File: src/rtl/csp_pkg.sv
package csp_pkg;
  typedef enum logic [1:0] {
    ST_START = 2'd0,
    ST_CONV  = 2'd1,
    ST_SLEEP = 2'd2,
    ST_DOUT  = 2'd3
  } csp_state_e;
endpackage

File: src/rtl/csp_sync.sv
module csp_sync #(
  parameter int W      = 3,
  parameter int STAGES = 2
) (
  input  logic         clk,
  input  logic         rst_n,
  input  logic [W-1:0] rst_val,
  input  logic [W-1:0] d,
  output logic [W-1:0] q
);
  logic [W-1:0] chain [STAGES];

  for (genvar s = 0; s < STAGES; s++) begin : g_stage
    always_ff @(posedge clk) begin
      if (!rst_n) chain[s] <= rst_val;
      else if (s == 0) chain[s] <= d;
      else chain[s] <= chain[(s == 0) ? 0 : s-1];
    end
  end

  assign q = chain[STAGES-1];
endmodule

File: src/rtl/csp_frame.sv
module csp_frame #(
  parameter int FRAME = 24,
  parameter int CH_W  = 8,
  localparam int CNT_W = $clog2(FRAME + 1)
) (
  input  logic             clk,
  input  logic             rst_n,
  input  logic             load,
  input  logic [FRAME-1:0] word,
  input  logic             active,
  input  logic             sck_rise,
  input  logic             sck_fall,
  input  logic             sdi,
  input  logic             commit,
  output logic             sdo_bit,
  output logic [CNT_W-1:0] bit_cnt,
  output logic [CH_W-1:0]  chan_sel
);
  localparam logic [CNT_W-1:0] CH_LIM = CNT_W'(CH_W);
  localparam logic [CNT_W-1:0] F_LIM  = CNT_W'(FRAME);

  logic [FRAME-1:0] shreg;
  logic [CH_W-1:0]  cap;

  always_ff @(posedge clk) begin
    if (!rst_n) begin
      shreg   <= '0;
      bit_cnt <= '0;
      cap     <= '0;
    end else if (load) begin
      shreg   <= {1'b0, word[FRAME-2:0]};
      bit_cnt <= '0;
      cap     <= '0;
    end else if (active) begin
      if (sck_rise) begin
        bit_cnt <= bit_cnt + 1'b1;
        if (bit_cnt < CH_LIM) cap <= {cap[CH_W-2:0], sdi};
      end else if (sck_fall && bit_cnt != '0) begin
        shreg <= {shreg[FRAME-2:0], 1'b0};
      end
    end
  end

  always_ff @(posedge clk) begin
    if (!rst_n) chan_sel <= '0;
    else if (commit) chan_sel <= cap;
  end

  assign sdo_bit = shreg[FRAME-1];


  cnt_range_chk: assert property (@(posedge clk) disable iff (!rst_n)
    bit_cnt <= F_LIM);

  chan_hold_chk: assert property (@(posedge clk) disable iff (!rst_n)
    !commit |=> $stable(chan_sel));
endmodule

File: src/rtl/csp_port.sv
module csp_port #(
  parameter int FRAME = 24,
  parameter int CH_W  = 8,
  localparam int CNT_W = $clog2(FRAME + 1)
) (
  input  logic             clk,
  input  logic             rst_n,
  input  logic             cs_n,
  input  logic             sck,
  input  logic             sdi,
  output logic             sdo,
  output logic             sdo_oe,
  output logic             conv_start,
  input  logic             conv_done,
  input  logic [FRAME-1:0] conv_word,
  output logic [CH_W-1:0]  chan_sel
);
  import csp_pkg::*;

  localparam logic [CNT_W-1:0] LAST = CNT_W'(FRAME - 1);

  logic [2:0] pins_s;
  logic       cs_s, sck_s, sdi_s, sck_q;
  logic       sck_rise, sck_fall, active, commit, sdo_bit;
  logic [CNT_W-1:0] bit_cnt;
  csp_state_e state, state_nx;

  csp_sync #(.W(3), .STAGES(2)) u_sync (
    .clk(clk), .rst_n(rst_n), .rst_val(3'b100),
    .d({cs_n, sck, sdi}), .q(pins_s)
  );
  assign {cs_s, sck_s, sdi_s} = pins_s;

  always_ff @(posedge clk) begin
    if (!rst_n) sck_q <= 1'b0;
    else sck_q <= sck_s;
  end
  assign sck_rise = sck_s & ~sck_q;
  assign sck_fall = ~sck_s & sck_q;

  assign active = (state == ST_DOUT) && !cs_s;
  assign commit = active && sck_rise && (bit_cnt == LAST);

  always_comb begin
    state_nx = state;
    unique case (state)
      ST_START: state_nx = ST_CONV;
      ST_CONV:  if (conv_done) state_nx = cs_s ? ST_SLEEP : ST_DOUT;
      ST_SLEEP: if (!cs_s) state_nx = ST_DOUT;
      ST_DOUT: begin
        if (cs_s) state_nx = (bit_cnt == '0) ? ST_SLEEP : ST_START;
        else if (commit) state_nx = ST_START;
      end
      default: state_nx = ST_START;
    endcase
  end

  always_ff @(posedge clk) begin
    if (!rst_n) state <= ST_START;
    else state <= state_nx;
  end

  csp_frame #(.FRAME(FRAME), .CH_W(CH_W)) u_frame (
    .clk(clk), .rst_n(rst_n),
    .load(conv_done && state == ST_CONV), .word(conv_word),
    .active(active), .sck_rise(sck_rise), .sck_fall(sck_fall),
    .sdi(sdi_s), .commit(commit),
    .sdo_bit(sdo_bit), .bit_cnt(bit_cnt), .chan_sel(chan_sel)
  );

  assign conv_start = (state == ST_START);
  assign sdo_oe     = ~cs_s;

  always_comb begin
    if (cs_s) sdo = 1'b0;
    else if (state == ST_DOUT) sdo = sdo_bit;
    else if (state == ST_SLEEP) sdo = 1'b0;
    else sdo = 1'b1;
  end


  start_pulse_chk: assert property (@(posedge clk) disable iff (!rst_n)
    conv_start |=> !conv_start);

  busy_flag_chk: assert property (@(posedge clk) disable iff (!rst_n)
    (!cs_s && (state == ST_START || state == ST_CONV)) |-> (sdo_oe && sdo));

  abort_start_chk: assert property (@(posedge clk) disable iff (!rst_n)
    (state == ST_DOUT && cs_s && bit_cnt != '0) |=> conv_start);

  early_release_chk: assert property (@(posedge clk) disable iff (!rst_n)
    (state == ST_DOUT && cs_s && bit_cnt == '0) |=> (state == ST_SLEEP && !conv_start));

  sleep_quiet_chk: assert property (@(posedge clk) disable iff (!rst_n)
    (state == ST_SLEEP) |-> !conv_start);
endmodule

File: config.mk
export PLATFORM = sky130hd
export DESIGN_NAME = csp_port
export DESIGN_NICKNAME = d
export VERILOG_FILES = /design/src/rtl/csp_pkg.sv /design/src/rtl/csp_sync.sv /design/src/rtl/csp_frame.sv /design/src/rtl/csp_port.sv
export SDC_FILE = /design/constraint.sdc
export NUM_CORES = 1
export LEC_CHECK = 0
export CAP_MARGIN = 20
export CORE_UTILIZATION = 51
export DETAILED_ROUTE_END_ITERATION = 7
export GPL_TIMING_DRIVEN = 0
export PLACE_DENSITY = 0.83
export SYNTH_ARGS = -nofsm -noshare
export SYNTH_HDL_FRONTEND = slang
export SYNTH_SLANG_ARGS = --single-unit
File: constraint.sdc
create_clock -name clk -period 2.05 [get_ports clk]
set_input_delay 0.205 -clock clk [delete_from_list [all_inputs] [get_ports clk]]
set_output_delay 0.205 -clock clk [all_outputs]
set_load 0.005 [all_outputs]
# After elaboration in Yosys (flattened, before gate mapping)
# Memories as Yosys holds them, arrays and structs flattened.
# Cells that the tools add are included.
op_classes:
  add_sub_neg: 1
  n_lt_le_gt_ge: 1
  eq_ne: 8
  n_mux: 18
  bitwise_logic: 9
  n_reduce_logical: 17
ops:
  columns: ["op", "n"]
  rows:
  - ["$mux W23", 4]
  - ["$reduce_and A3 Y1", 4]
  - ["$mux W2", 5]
  - ["$pmux W2 S4", 1]
  - ["$mux W1", 6]
  - ["$mux W3", 2]
  - ["$add A5 B1 Y5 const B", 1]
  - ["$eq A5 B5 Y1 const B", 1]
  - ["$logic_and A1 B1 Y1", 5]
  - ["$logic_not A5 Y1", 1]
  - ["$lt A5 B4 Y1 const B", 1]
  - ["$not A1 Y1", 5]
  - ["$reduce_bool A5 Y1", 1]
  - ["$eq A2 B2 Y1 const B", 2]
  - ["$ne A2 B2 Y1 const B", 2]
  - ["$reduce_bool A2 Y1", 2]
  - ["$ne A3 B3 Y1 const B", 1]
  - ["$and A1 B1 Y1", 2]
  - ["$eq A2 B1 Y1 const B", 1]
  - ["$logic_not A2 Y1", 1]
  - ["$ne A2 B1 Y1 const B", 1]
  - ["$or A1 B1 Y1", 2]
  - ["$reduce_and A2 Y1", 1]
  - ["$reduce_or A2 Y1", 1]
  - ["$logic_not A1 Y1", 1]
totals:
  regBits: 48
  ramBits: 6
  elab_cells: 62
  mem_count: 1
memory_table:
  columns: ["name", "words", "word_bits", "rd", "rd_ports_with_merged_regs", "write_ports", "line_no", "rtl"]
  rows:
  - ["u_sync.chain", 2, 3, 2, 0, 2, "csp_sync.sv:11", "logic [W-1:0] chain [STAGES];"]

# Longest topological paths before layout
# An unclocked memory read counts as a cell.
depth:
  depth_word: 8
  ltp_mapped: 8

# By module
# From an unflattened synthesis, not the netlist that was laid out.
hier_totals:
  hier_cells: 260
  hier_area_um2: 2531.2
modules_own_cells:
  columns: ["mod", "n_inst", "cells_each", "area_per_inst_um2"]
  rows:
  - ["csp_frame", 1, 221, 2113.3]
  - ["csp_sync", 1, 13, 221.5]
  - ["csp_port", 1, 26, 196.4]

# Worst setup path before layout
# Ideal clock, no wire load.
synth_timing:
  path_type: "flip-flop to flip-flop"
  from: "register u_frame.bit_cnt[0]"
  to: "register u_frame.shreg[10]"
  arrival_time_ns: 1.508
  required_time_ns: 1.914
  setup_slack_ns: 0.406
  stages_incl_launch_ff: 9
  period_less_slack_ns: 1.644
  cell_sequence: "dfxtp_1 -> inv_1 -> ha_1 -> or4b_4 -> and4_4 -> buf_6 -> buf_6 -> nand2_1 -> a31oi_1"
synth_between:
  elab_chain_cells: 4
synth_rtl:
  columns: ["element", "line_no", "rtl"]
  rows:
  - ["from (decl)", "csp_frame.sv:16", "output logic [CNT_W-1:0] bit_cnt,"]
  - ["from (signal assigned)", "csp_frame.sv:36", "bit_cnt <= bit_cnt + 1'b1;"]
  - ["$reduce_bool A5 Y1", "csp_frame.sv:38", "end else if (sck_fall && bit_cnt != '0) begin"]
  - ["$logic_and A1 B1 Y1", "csp_frame.sv:38", null]
  - ["$reduce_bool A2 Y1 (no line)", null, null]
  - ["$reduce_and A3 Y1 (no line)", null, null]
  - ["to (signal assigned)", "csp_frame.sv:31", "shreg <= {1'b0, word[FRAME-2:0]};"]
  - ["to (signal assigned)", "csp_frame.sv:39", "shreg <= {shreg[FRAME-2:0], 1'b0};"]
  - ["to (decl)", "csp_frame.sv:22", "logic [FRAME-1:0] shreg;"]
# Every way passes these cells.
# A chain may end at the register's enable or synchronous reset.

# Worst setup path after layout
layout_timing:
  from: "register u_frame.bit_cnt[0]"
  to: "register u_frame.shreg[18]"
# The elaborated chain is that of the path after synthesis.

==> results.sh <==
export IMPL_status="complete, no violations"
export IMPL_drtIter0Drc=121
export IMPL_worst_pin_slew_ns=0.557
export IMPL_syn_inst=254
export IMPL_min_delay_start="u_sync.chain[0][2]"
export IMPL_grt_remaining_overflow=0
export IMPL_hold_class="reg -> reg"
export IMPL_ys_seq_area_frac=0.479
export IMPL_clk_latency_ns=0.31
export IMPL_post_route_drc_count=0
export IMPL_r2r_start="u_frame.bit_cnt[0]"
export IMPL_htreeDepth=2
export IMPL_path_delay_family="simple AND/OR/NAND/NOR gates"
export IMPL_synthTopCellsByArea="dfxtp_1, nand2_1, mux2i_1, a31oi_1, o21ai_0"
export IMPL_fp_dieW_um=68.5
export IMPL_dr_total_vias=1833
export IMPL_start_util=0.548
export IMPL_track_usage=0.211
export IMPL_p_leak_uw=0.00109
export IMPL_synth_top_area_cell="dfxtp_1"
export IMPL_firstDrtPassIters=4
export IMPL_num_antenna_cells=0
export IMPL_async_reset_ff_frac=0
export IMPL_fin_tns_setup_ns=0
export IMPL_p_per_area_mw_per_mm2=719
export IMPL_nets=332
export IMPL_crit_start="u_frame.bit_cnt[0]"
export IMPL_routed_via_density=5.22
export IMPL_met3_length_um=181
export IMPL_cp_max_fo=10
export IMPL_std_cell_rows=23
export IMPL_cts_tree="done"
export IMPL_root_buffer="clkbuf_8"
export IMPL_drv_cap=0
export IMPL_cp_arrival_ns=1.98
export IMPL_slew_violations=0
export IMPL_synth_simple_gate_area_frac=0.224
export IMPL_critPathMostFrequentCell="buf_6"
export IMPL_wl_per_cell_um=12.3
export IMPL_path_buf_inv=3
export IMPL_top_layer_used="met4"
export IMPL_fin_crit_ns=1.80
export IMPL_max_slew_margin=0.628
export IMPL_synthMuxAreaShare=0.0710
export IMPL_route_layer_met1_wl_um=2130
export IMPL_fp_coreArea_mm2=0.00412
export IMPL_post_cts_buffers=0
export IMPL_syn_nets=286
export IMPL_cts_resized=0
export IMPL_yosysWarnings=0
export IMPL_cts_buffers=5
export IMPL_setup_viol=0
export IMPL_grt_max_degree=19
export IMPL_yosys_area_share_xor_xnor=0.0155
export IMPL_slowest_stage="or4b_4"
export IMPL_clockBufferDepth=2
export IMPL_grt_setup_unrepaired="no"
export IMPL_synth_compound_area_frac=0.135
export IMPL_fmaxAchievable_mhz=555
export IMPL_yosysTopAreaCellShare=0.479
export IMPL_synth_avg_cell_area_um2=8.88
export IMPL_synth_edff_count=0
export IMPL_grt_pass1_vias=1637
export IMPL_critical_path_required_ns=2.23
export IMPL_die_height_um=68.5
export IMPL_synthAdderAreaFrac=0.0111
export IMPL_io_buffer_count=39
export IMPL_critPathCaptureType="flip-flop"
export IMPL_synth_top_family_by_area="simple AND/OR/NAND/NOR gates"
export IMPL_max_stage_delay_ns=0.48
export IMPL_path_cells="inv_1 -> ha_1 -> or4b_4 -> and4_4 -> buf_6 -> buf_6 -> nand2_1 -> a31oi_1"
export IMPL_syn_to_final_growth_pct=25.2
export IMPL_grt_pass1_wl_um=7260
export IMPL_hpwl_um=3070
export IMPL_start_kind="flip-flop"
export IMPL_mostFrequentLayoutCells="nand2_1, dfxtp_1, clkdlybuf4s50_1"
export IMPL_drt_total_wl_um=4310
export IMPL_synth_seq_cells=54
export IMPL_period_share=0.879
export IMPL_synth_main_ff_cell="dfxtp_1"
export IMPL_die_area_mm2=0.00469
export IMPL_synth_cell_type_count=33
export IMPL_skew_ns=0.00893
export IMPL_io_pins=41
export IMPL_postCtsHoldBufs=0
export IMPL_antenna_found_initial=0
export IMPL_ant_nets=0
export IMPL_ir_drop_uv=398
export IMPL_layout_drive_gt1_share=0.0797
export IMPL_finalPower_uw=2030
export IMPL_netlist_area_mm2=0.00225
export IMPL_place_congestion=0.770
export IMPL_wl_met2_um=1940
export IMPL_finalHoldViolations=0
export IMPL_critPathKind="reg -> reg"
export IMPL_clock_sinks=54
export IMPL_reg2reg_setup_slack_ns=0.25
export IMPL_clk_pin_slew_ns=0.10
[final cells by class]
| type | instances | area (µm²) |
|---|---|---|
| flip-flops and latches | 54 | 1080 |
| fillers | 347 | 1290 |
| well taps | 50 | 62.6 |
| clock inverters | 3 | 47.5 |
| clock buffers | 5 | 68.8 |
| multi-input cells | 176 | 1030 |
| inverters | 5 | 18.8 |
| repair buffers | 39 | 390 |
| plain buffers | 19 | 125 |
[final timing paths]
kind / end / depth (start not counted)
max reg2reg: u_frame.shreg[18] / 8
min reg2reg: u_sync.chain[1][2] / 1
max: u_frame.shreg[18] / 8
min: u_sync.chain[1][2] / 1
[metrics by stage]
stage | std cells | setup WS [ns] | instance area [µm²] | hold slack [ns] | utilization
final | 351 | 0.248 | 2820 | 0.419 | 0.686
after global routing | 351 | 0.130 | 2820 | 0.446 | 0.686
after CTS | 351 | 0.242 | 2820 | 0.423 | 0.686
after detailed placement | 343 | 0.162 | 2710 | 0.398 | 0.658
after global placement | 343 | 0.204 | 2710 | 0.392 | 0.658
after floorplan | 254 | 0.406 | 2250 | 0.306 | -
[registers in the layout, summed over array words and instances (netlist names)]
register and flops:
u_frame.shreg 24, u_frame.cap 8, u_frame.chan_sel 8, u_sync.chain 6, u_frame.bit_cnt 5, state 2
sck_q 1
[Yosys cell counts (3+ instances only)]
cell type,instances
and2_1,5
clkbuf_1,10
mux2i_1,16
xnor2_1,4
dfxtp_1,54
nand2_1,54
nand3_1,3
nor2b_1,8
nor2_1,14
nor3_1,3
a21oi_1,5
a31oi_1,22
o21ai_0,24
inv_1,5
buf_6,6
[logic make-up after synthesis]
| kind of cell | count (synthesis) |
|---|---|
| and+or+nand+nor | 100 |
| AOI/OAI and AO/OA | 54 |
| DFF | 54 |
| buffers and inverters | 24 |
| muxes | 16 |
| xor gates and xnor gates | 4 |
| adders and majority gates | 2 |
[metal layers]
layer / vias to the layer above / GRT usage
met5: - / 0
met2: 45 / 0.320
met1: 830 / 0.290
li1: 951 / -
met4: 0 / 0.0625
met3: 7 / 0.0609
[report_power, final]
part	internal, µW	switching (µW)
logic	98.7	85.6
clock network	373	362
registers	1090	19.9
total	1560	467
(Power assumes the default switching activity.)
